## src/rtl/ebus_pkg.sv

```systemverilog
package ebus_pkg;
  typedef enum logic [1:0] {
    ST_IDLE = 2'd0,
    ST_ALE  = 2'd1,
    ST_STB  = 2'd2,
    ST_DONE = 2'd3
  } bus_state_t;

  localparam logic [1:0] SEL_WRITE = 2'd1;
  localparam logic [1:0] SEL_CODE  = 2'd2;
endpackage

```

## src/rtl/ebus_sync2.sv

```systemverilog
module ebus_sync2 #(
  parameter logic RESET_VAL = 1'b1
) (
  input  logic clk,
  input  logic rst_n,
  input  logic d_async,
  output logic q_sync
);
  logic stage1;

  always_ff @(posedge clk or negedge rst_n) begin
    if (!rst_n) begin
      stage1 <= RESET_VAL;
      q_sync <= RESET_VAL;
    end else begin
      stage1 <= d_async;
      q_sync <= stage1;
    end
  end
endmodule

```

## src/rtl/ebus_wait_merge.sv

```systemverilog
module ebus_wait_merge (
  input  logic await_sync_n,
  input  logic rt_wait_n,
  input  logic rt_enable,
  output logic stall
);
  always_comb begin
    stall = ~await_sync_n | (rt_enable & ~rt_wait_n);
  end
endmodule

```

## src/rtl/ebus_wclk.sv

```systemverilog
module ebus_wclk (
  input  logic clk,
  input  logic rst_n,
  input  logic enable,
  output logic wclk
);
  always_ff @(posedge clk or negedge rst_n) begin
    if (!rst_n)       wclk <= 1'b0;
    else if (enable)  wclk <= ~wclk;
    else              wclk <= 1'b0;
  end
endmodule

```

## src/rtl/ebus_ctrl.sv

```systemverilog
module ebus_ctrl
  import ebus_pkg::*;
#(
  parameter int DATA_W    = 8,
  parameter int WS_W      = 2,
  parameter int LONG_ALE  = 3,
  parameter int SHORT_ALE = 1,
  parameter int BASE_STB  = 2,
  parameter int WS_CLKS   = 2,
  localparam int ADDR_W   = 2 * DATA_W,
  localparam int MAX_STB  = BASE_STB + WS_CLKS * ((1 << WS_W) - 1),
  localparam int MAX_CNT  = (MAX_STB > LONG_ALE) ? MAX_STB : LONG_ALE,
  localparam int CNT_W    = $clog2(MAX_CNT + 1)
) (
  input  logic              clk,
  input  logic              rst_n,
  input  logic              req_valid,
  input  logic [ADDR_W-1:0] req_addr,
  input  logic [1:0]        req_strobe,
  input  logic [WS_W-1:0]   req_waits,
  input  logic [DATA_W-1:0] req_wdata,
  input  logic              long_ale,
  input  logic              stall,
  output bus_state_t        state,
  output logic [ADDR_W-1:0] addr_q,
  output logic [1:0]        sel_q,
  output logic [DATA_W-1:0] wdata_q,
  output logic              capture
);
  logic [CNT_W-1:0] cnt;
  logic [WS_W-1:0]  waits_q;

  always_comb begin
    capture = (state == ST_STB) && (cnt == '0) && !stall;
  end

  always_ff @(posedge clk or negedge rst_n) begin
    if (!rst_n) begin
      state   <= ST_IDLE;
      cnt     <= '0;
      addr_q  <= '0;
      sel_q   <= '0;
      wdata_q <= '0;
      waits_q <= '0;
    end else begin
      case (state)
        ST_IDLE: begin
          if (req_valid) begin
            addr_q  <= req_addr;
            sel_q   <= req_strobe;
            wdata_q <= req_wdata;
            waits_q <= req_waits;
            cnt     <= long_ale ? CNT_W'(LONG_ALE - 1) : CNT_W'(SHORT_ALE - 1);
            state   <= ST_ALE;
          end
        end
        ST_ALE: begin
          if (cnt == '0) begin
            cnt   <= CNT_W'(BASE_STB - 1) + CNT_W'(WS_CLKS) * CNT_W'(waits_q);
            state <= ST_STB;
          end else begin
            cnt <= cnt - 1'b1;
          end
        end
        ST_STB: begin
          if (cnt != '0)   cnt   <= cnt - 1'b1;
          else if (!stall) state <= ST_DONE;
        end
        default: state <= ST_IDLE;
      endcase
    end
  end
endmodule

```

## src/rtl/ebus_seq.sv

```systemverilog
module ebus_seq
  import ebus_pkg::*;
#(
  parameter int DATA_W   = 8,
  parameter int WS_W     = 2,
  localparam int ADDR_W  = 2 * DATA_W
) (
  input  logic              clk,
  input  logic              rst_n,
  input  logic              req_valid,
  output logic              req_ready,
  input  logic [ADDR_W-1:0] req_addr,
  input  logic [1:0]        req_strobe,
  input  logic [WS_W-1:0]   req_waits,
  input  logic [DATA_W-1:0] req_wdata,
  input  logic              cfg_long_ale,
  input  logic              cfg_page,
  input  logic              cfg_rt_wait_en,
  input  logic              cfg_wclk_en,
  input  logic              await_n,
  input  logic              wait_n,
  input  logic [DATA_W-1:0] p0_in,
  input  logic [DATA_W-1:0] p2_in,
  output logic              ale,
  output logic [DATA_W-1:0] p0_out,
  output logic              p0_oe,
  output logic [DATA_W-1:0] p2_out,
  output logic              p2_oe,
  output logic              rd_n,
  output logic              wr_n,
  output logic              psen_n,
  output logic              wclk,
  output logic              done,
  output logic [DATA_W-1:0] rdata
);
  bus_state_t        state;
  logic [ADDR_W-1:0] addr_q;
  logic [1:0]        sel_q;
  logic [DATA_W-1:0] wdata_q;
  logic              capture;
  logic              await_s;
  logic              stall;
  logic              is_write;
  logic              is_code;
  logic              in_stb;
  logic [DATA_W-1:0] addr_lo;
  logic [DATA_W-1:0] addr_hi;

  ebus_sync2 #(.RESET_VAL(1'b1)) u_await_sync (
    .clk(clk), .rst_n(rst_n), .d_async(await_n), .q_sync(await_s)
  );

  ebus_wait_merge u_merge (
    .await_sync_n(await_s), .rt_wait_n(wait_n),
    .rt_enable(cfg_rt_wait_en), .stall(stall)
  );

  ebus_wclk u_wclk (
    .clk(clk), .rst_n(rst_n), .enable(cfg_wclk_en), .wclk(wclk)
  );

  ebus_ctrl #(.DATA_W(DATA_W), .WS_W(WS_W)) u_ctrl (
    .clk(clk), .rst_n(rst_n), .req_valid(req_valid), .req_addr(req_addr),
    .req_strobe(req_strobe), .req_waits(req_waits), .req_wdata(req_wdata),
    .long_ale(cfg_long_ale), .stall(stall), .state(state), .addr_q(addr_q),
    .sel_q(sel_q), .wdata_q(wdata_q), .capture(capture)
  );

  always_comb begin
    addr_lo   = addr_q[DATA_W-1:0];
    addr_hi   = addr_q[ADDR_W-1:DATA_W];
    is_write  = (sel_q == SEL_WRITE);
    is_code   = (sel_q == SEL_CODE);
    in_stb    = (state == ST_STB);
    req_ready = (state == ST_IDLE);
    ale       = (state == ST_ALE);
    done      = (state == ST_DONE);
    rd_n      = ~(in_stb & ~is_write & ~is_code);
    wr_n      = ~(in_stb & is_write);
    psen_n    = ~(in_stb & is_code);
  end

  always_comb begin
    p0_out = '0;
    p2_out = '0;
    p0_oe  = 1'b0;
    p2_oe  = 1'b0;
    case (state)
      ST_ALE: begin
        p0_out = addr_lo;
        p2_out = addr_hi;
        p0_oe  = 1'b1;
        p2_oe  = 1'b1;
      end
      ST_STB: begin
        if (cfg_page) begin
          p0_out = addr_lo;
          p0_oe  = 1'b1;
          p2_out = wdata_q;
          p2_oe  = is_write;
        end else begin
          p2_out = addr_hi;
          p2_oe  = 1'b1;
          p0_out = wdata_q;
          p0_oe  = is_write;
        end
      end
      default: ;
    endcase
  end

  always_ff @(posedge clk or negedge rst_n) begin
    if (!rst_n)       rdata <= '0;
    else if (capture) rdata <= cfg_page ? p2_in : p0_in;
  end
endmodule

```

## config.mk

```make
export PLATFORM = sky130hd
export DESIGN_NAME = ebus_seq
export DESIGN_NICKNAME = d
export VERILOG_FILES = /design/src/rtl/ebus_pkg.sv /design/src/rtl/ebus_sync2.sv /design/src/rtl/ebus_wait_merge.sv /design/src/rtl/ebus_wclk.sv /design/src/rtl/ebus_ctrl.sv /design/src/rtl/ebus_seq.sv
export SDC_FILE = /design/constraint.sdc
export NUM_CORES = 1
export LEC_CHECK = 0
export ABC_AREA = 1
export BUFFER_PORTS_ARGS = -buffer_cell sky130_fd_sc_hd__buf_4
export CORE_ASPECT_RATIO = 1.25
export CORE_MARGIN = 1.5
export CORE_UTILIZATION = 35
export DETAILED_ROUTE_END_ITERATION = 10
export PLACE_DENSITY_LB_ADDON = 0.25
export RECOVER_POWER = 25
export SYNTH_ARGS = -nofsm -noshare
export SYNTH_HDL_FRONTEND = slang
export SYNTH_SLANG_ARGS = --single-unit
```

## constraint.sdc

```tcl
create_clock -name clk -period 3.2 [get_ports clk]
set_input_delay 0.64 -clock clk [delete_from_list [all_inputs] [get_ports clk]]
set_output_delay 0.64 -clock clk [all_outputs]
set_load 0.03 [all_outputs]
```

# Word level (Yosys, flattened, before mapping)
# Index checks and enable logic that the tools add are counted.
[totals] inputBits=53 register_bits=45 out_inout_bits=33 wordCells=66
[op_classes] eq_ne=10 n_reduce_logical=10 muxes=20 n_bitwise=14 addsub=2
[op_table] op="case mux 8 bit (2 select lines)" n=2
[op_table] op="two-way mux 8 bit" n=3
[op_table] op="two-way mux 4 bit" n=3
[op_table] op="case mux 4 bit (3 select lines)" n=1
[op_table] op="two-way mux 2 bit" n=5
[op_table] op="NOT 1 bit" n=8
[op_table] op="== test 2 bit (second input constant)" n=3
[op_table] op="!= test 2 bit (second input constant)" n=3
[op_table] op="case mux 2 bit (3 select lines)" n=1
[op_table] op="AND 1 bit" n=5
[op_table] op="adder 1 x 3 -> 4 bit (first input constant)" n=1
[op_table] op="== test 2 x 1 -> 1 bit (second input constant)" n=2
[op_table] op="logical NOT 4 bit" n=1
[op_table] op="!= test 2 x 1 -> 1 bit (second input constant)" n=2
[op_table] op="case mux 1 bit (2 select lines)" n=2
[op_table] op="AND reduction 4 bit" n=1
[op_table] op="nonzero test 4 bit" n=1
[op_table] op="subtractor 4 x 1 -> 4 bit (second input constant)" n=1
[op_table] op="two-way mux 1 bit" n=3
[op_table] op="AND reduction 3 bit" n=1
[op_table] op="nonzero test 3 bit" n=1
[op_table] op="logical AND 1 bit" n=2
[op_table] op="logical NOT 2 bit" n=1
[op_table] op="AND reduction 2 bit" n=1
[op_table] op="2 further kinds" n=2

# Logic depth before layout (Yosys ltp)
[logic_depth] depth_word=6 depth_mapped=9 mapped_depth_nobuf=9

# Cells and area by module
# From an unflattened synthesis, not the netlist that was laid out.
[hier_totals] hier_cells=296 hier_area_um2=2583.7
[modules_own_cells] mod="ebus_ctrl" cells_per_inst=135 seq_area_each_um2=850.8 area_each_um2=1571.5 instances=1
[modules_own_cells] mod="ebus_seq" cells_per_inst=153 seq_area_each_um2=200.2 area_each_um2=913.4 instances=1
[modules_own_cells] mod="ebus_sync2" cells_per_inst=2 seq_area_each_um2=52.6 area_each_um2=52.6 instances=1
[modules_own_cells] mod="ebus_wclk" cells_per_inst=3 seq_area_each_um2=25.0 area_each_um2=35.0 instances=1
[modules_own_cells] mod="ebus_wait_merge" cells_per_inst=3 seq_area_each_um2=0.0 area_each_um2=11.3 instances=1

# Least setup slack after synthesis
# Ideal clock, no wire load.
[synth_path] path_kind="register to output" from="reg u_ctrl.state[1]" to="out p0_out[0]" t_required_ns=2.560 stages_incl_launch_ff=7 path_buffers=0 t_arrival_ns=1.862 slack_ns=0.698 path_cell_list="dfrtp_1 > inv_1 > ha_1 > inv_1 > nand2_1 > nand2_1 > a21oi_1"
[synth_between] elab_chain_len=2 elab_cells_between_ends=3 cone_classes="2 x eq/ne; 1 x mux"
[synth_lines] element="start: declaration" line="ebus_ctrl.sv:24" text="output bus_state_t state,"
[synth_lines] element="start signal: assignment" line="ebus_ctrl.sv:39" text="state <= ST_IDLE;"
[synth_lines] element="start signal: assignment" line="ebus_ctrl.sv:54" text="state <= ST_ALE;"
[synth_lines] element="start signal: assignment" line="ebus_ctrl.sv:60" text="state <= ST_STB;"
[synth_lines] element="== test 2 x 1 -> 1 bit"
[synth_lines] element="named net ale" line="ebus_seq.sv:24" text="output logic ale,"
[synth_lines] element="case mux 8 bit (2 select lines)" line="ebus_seq.sv:88" text="case (state)"
[synth_lines] element="end: declaration" line="ebus_seq.sv:25" text="output logic [DATA_W-1:0] p0_out,"
# The timed path passes the listed nets, and every way through them passes these cells.

# Worst setup path in the final report
[layout_path] from="reg u_ctrl.state[0]" to="out p2_out[0]"
[layout_between] elab_chain_len=2 elab_cells_between_ends=3 cone_classes="2 x eq/ne; 1 x mux"
[layout_lines] element="== test 2 bit / == test 2 x 1 -> 1 bit (equally long branches)" line="ebus_seq.sv:88"
[layout_lines] element="case mux 8 bit (2 select lines) *" line="ebus_seq.sv:88"
[layout_lines] element="end: declaration" line="ebus_seq.sv:27" text="output logic [DATA_W-1:0] p2_out,"
# Mark *: on every way between the ends. The rest lies on a longest branch, timed or not.

==> flow_metrics.py <==
metrics = {
    "timing": {
        "setup_viol": 0,
        "worst-slew-pin-transition_ns": 2.426,
        "maxSlewViolCount": 46,
        "period_minus_slack_ns": 2.796,
        "timing.max_slew.rel_slack": -0.6173,
        "setup_total_neg_slack_ns": 0,
        "timing.clock.skew_ns": 0.002986,
        "rsz0062_at_grt": "false",
        "report.final.hold_viol_count": 0,
        "fmax_mhz": 357.6,
        "final.period_utilization": 0.8739,
    },
    "critical_path": {
        "crit_path_start_kind": "register",
        "worst_setup_path_endpoint": "p2_out[0]",
        "critPathRequiredTime_ns": 2.56,
        "r2r_slack_ns": 1.35,
        "crit-reg2reg-capture": "u_ctrl.cnt[1]$_DFFE_PN0P_",
        "regToRegStartpoint": "u_ctrl.state[0]$_DFFE_PN0P_",
        "crit_path_end_kind": "output port",
        "critPathArrivalTime_ns": 2.16,
        "worstSetupStartpoint": "u_ctrl.state[0]$_DFFE_PN0P_",
        "path_class": "register to output port",
        "worst-r2r-cell-count": 7,
        "critical_path.max_fanout": 18,
    },
    "place": {
        "place.detailed.hpwl_mm": 4.367,
        "dp.cells": 424,
        "count_of_input_and_output_buffers": 85,
        "dpl-instance-area_um2": 3075,
        "globalplace.congestion": 0.8115,
    },
    "cells_and_area": {
        "area_occupied_by_multi_input_gates_um2": 1114,
        "final_core_utilization": 0.4827,
        "layout.area.seq_um2": 1129,
        "final_cell_count_without_fillers": 431,
        "drive_gt1_frac": 0.3983,
        "n_antenna_cell": 0,
        "final_area_um2": 3149,
        "final.fill_count": 672,
        "nNetsFinal": 403,
        "area.growth.synth_to_final_pct": 33.60,
    },
    "yosys": {
        "synthAdderAreaFrac": 0.03185,
        "synthesis.nets": 316,
        "yosysWarningCount": 0,
        "synth.ff_latch_count": 45,
        "dominant_combinational_cell_family_by_area_after_synthesis": "simple AND/OR/NAND/NOR gates",
        "post_synth_simple_gate_area": 0.2086,
        "synth_cells": 257,
        "synthDistinctLibCells": 25,
        "avgSynthCellArea_um2": 9.172,
        "yosys.area_share.xor_xnor": 0,
        "synth_compound_area_frac": 0.1125,
        "mappedNetlistArea_um2": 2357,
        "synth.area.mux_share": 0.1194,
        "ys_seq_area_frac": 0.4788,
    },
    "global_routing": {
        "globalRoute.totalOverflow": 0,
        "grt_first_pass_wirelength_mm": 9.791,
        "grt_start_max_net_pins": 46,
        "number_of_global_route_vias_before_repair": 2097,
        "grt_util_all_layers": 0.1706,
        "initial_antenna_violation_count": 0,
    },
    "routing": {
        "routed_via_density": 4.863,
        "drt_pass1_iterations": 4,
        "detailroute.via_count": 2096,
        "antenna_left": 0,
        "detail_route.drc_violations": 0,
        "post_drt_wl_per_cell_um": 13.84,
        "postRouteWirelength_mm": 5.965,
        "initialDrtViolationCount": 50,
    },
    "die": {
        "core_region_area_um2": 6524,
        "rows": 33,
        "initial_core_utilization": 0.3613,
        "chipWidth_um": 76.41,
        "chipHeight_um": 94.76,
        "die_area_um2": 7240,
        "io-pin-count": 86,
    },
    "status": {
        "failed_checks": "max-capacitance violations, max-slew violations",
        "run_status": "complete, but fails checks",
    },
    "pwr": {
        "p_per_area_nw_per_um2": 1049,
        "ir_drop_uv": 519.6,
        "power.static_leakage_nw": 1.580,
    },
    "run": {
        "drv.max_cap_violation_count": 1,
    },
    "clocking": {
        "post_cts_resize_count": 0,
        "ctsHoldBuffers": 0,
        "cts.repair_timing.setup_buffer_count": 0,
        "reg_clk_slew_reported_paths_ns": 0.08,
        "cts_max_path_buffers": 2,
        "cts_tree": "built",
        "worst_skew_pair.late_latency_ns": 0.30,
        "cts_made_buffers": 5,
        "htree_num_levels": 2,
        "clockRootBuffer": "clkbuf_8",
        "cts.sinks": 45,
    },
    "min_path": {
        "min-delay-start": "u_await_sync.stage1$_DFF_PN1_",
        "hp-class": "register to register",
    },
}
-- flip-flops by register name (all words and copies together), names as in the netlist, 2 cells and up --
name            count
u_ctrl.waits_q      2
rdata               8
u_ctrl.wdata_q      8
u_ctrl.cnt          4
u_ctrl.addr_q      16
u_ctrl.sel_q        2
u_ctrl.state        2
-- cell usage in the layout, fill, tap and decap left out, types with 11 or more instances in the layout --
master and count:
a21oi_1 18, nor2_1 18, o21ai_0 11, inv_1 17
dfrtp_1 43, nand3_1 11, buf_4 83, nand2_1 64
mux2_2 25
-- how the worst min path moves through the flow --
stage,end,slack [ns],cells past startpoint
finish,u_await_sync.q_sync$_DFF_PN1_,0.36,0
global route,u_await_sync.q_sync$_DFF_PN1_,0.36,0
CTS,u_ctrl.addr_q[11]$_DFFE_PN0P_,0.36,1
detailed placement,u_await_sync.q_sync$_DFF_PN1_,0.35,0
global placement,u_await_sync.q_sync$_DFF_PN1_,0.35,0
floorplan,rdata[0]$_DFFE_PN0P_,0.34,0
-- cells in the mapped netlist --
cell	count	share of area
nand2_1	64	0.10
inv_2	2	0.0032
nor2_1	18	0.029
or2_2	8	0.021
nand2_2	2	0.0053
nor2_4	2	0.0096
o21ai_1	2	0.0042
dfrtp_1	43	0.46
clkinv_1	2	0.0032
buf_2	5	0.011
mux2_2	25	0.12
o21ai_2	1	0.0037
a21oi_1	18	0.038
o21ai_0	11	0.023
buf_6	1	0.0048
nand3_2	2	0.0085
nand3_4	1	0.0074
o211ai_1	8	0.025
a22oi_1	4	0.013
ha_1	6	0.032
nand4_1	1	0.0027
a21boi_2	1	0.0048
dfstp_2	2	0.022
inv_1	17	0.027
nand3_1	11	0.023
-- per-stage QoR --
stage,power [mW],hold WS [ns],setup slack (ns)
2_1_floorplan,2.371,0.3444,0.6978
3_3_place_gp,2.952,0.3469,0.8065
3_5_place_dp,2.980,0.3475,0.7333
4_1_cts,3.334,0.3609,0.3864
5_1_grt,3.546,0.3624,0.1885
6_report,3.303,0.3579,0.4035
-- worst max-delay path: stages, from the launching register on --
cell      delay (ns)
dfrtp_1         0.40
inv_1           0.09
ha_1            0.40
clkinv_1        0.47
a21oi_1         0.31
buf_4           0.20
-- per-layer routing --
metal / GRT usage / part of all wire
met1: 0.1872 / 0.42
met4: 0.07099 / 0.017
met2: 0.3132 / 0.51
met3: 0.04444 / 0.054
met5: 0 / 0
-- cells by family after synthesis --
| logic type | after synthesis |
|---|---|
| adders and majority gates | 6 |
| buffers and inverters | 27 |
| and+or+nand+nor | 109 |
| muxes | 25 |
| AOI/OAI and AO/OA | 45 |
| DFF | 45 |
-- power breakdown --
group          switching, mW  total [mW]  internal (mW)  leakage [nW]
Sequential             0.175        1.01          0.836         0.538
Combinational           1.21        1.95          0.744          1.00
Clock                  0.189       0.338          0.149        0.0410
Total                   1.57        3.30           1.73          1.58
-- area by class of cell --
cell class / instances / area share
clock buffer: 6 / 0.02304
clock inverter: 1 / 0.001589
sequential: 45 / 0.3584
inverter: 21 / 0.02503
multi-input combinational: 185 / 0.3536
tap: 87 / 0.03456
timing repair buffer: 86 / 0.2038
(Power assumes the default switching activity.)
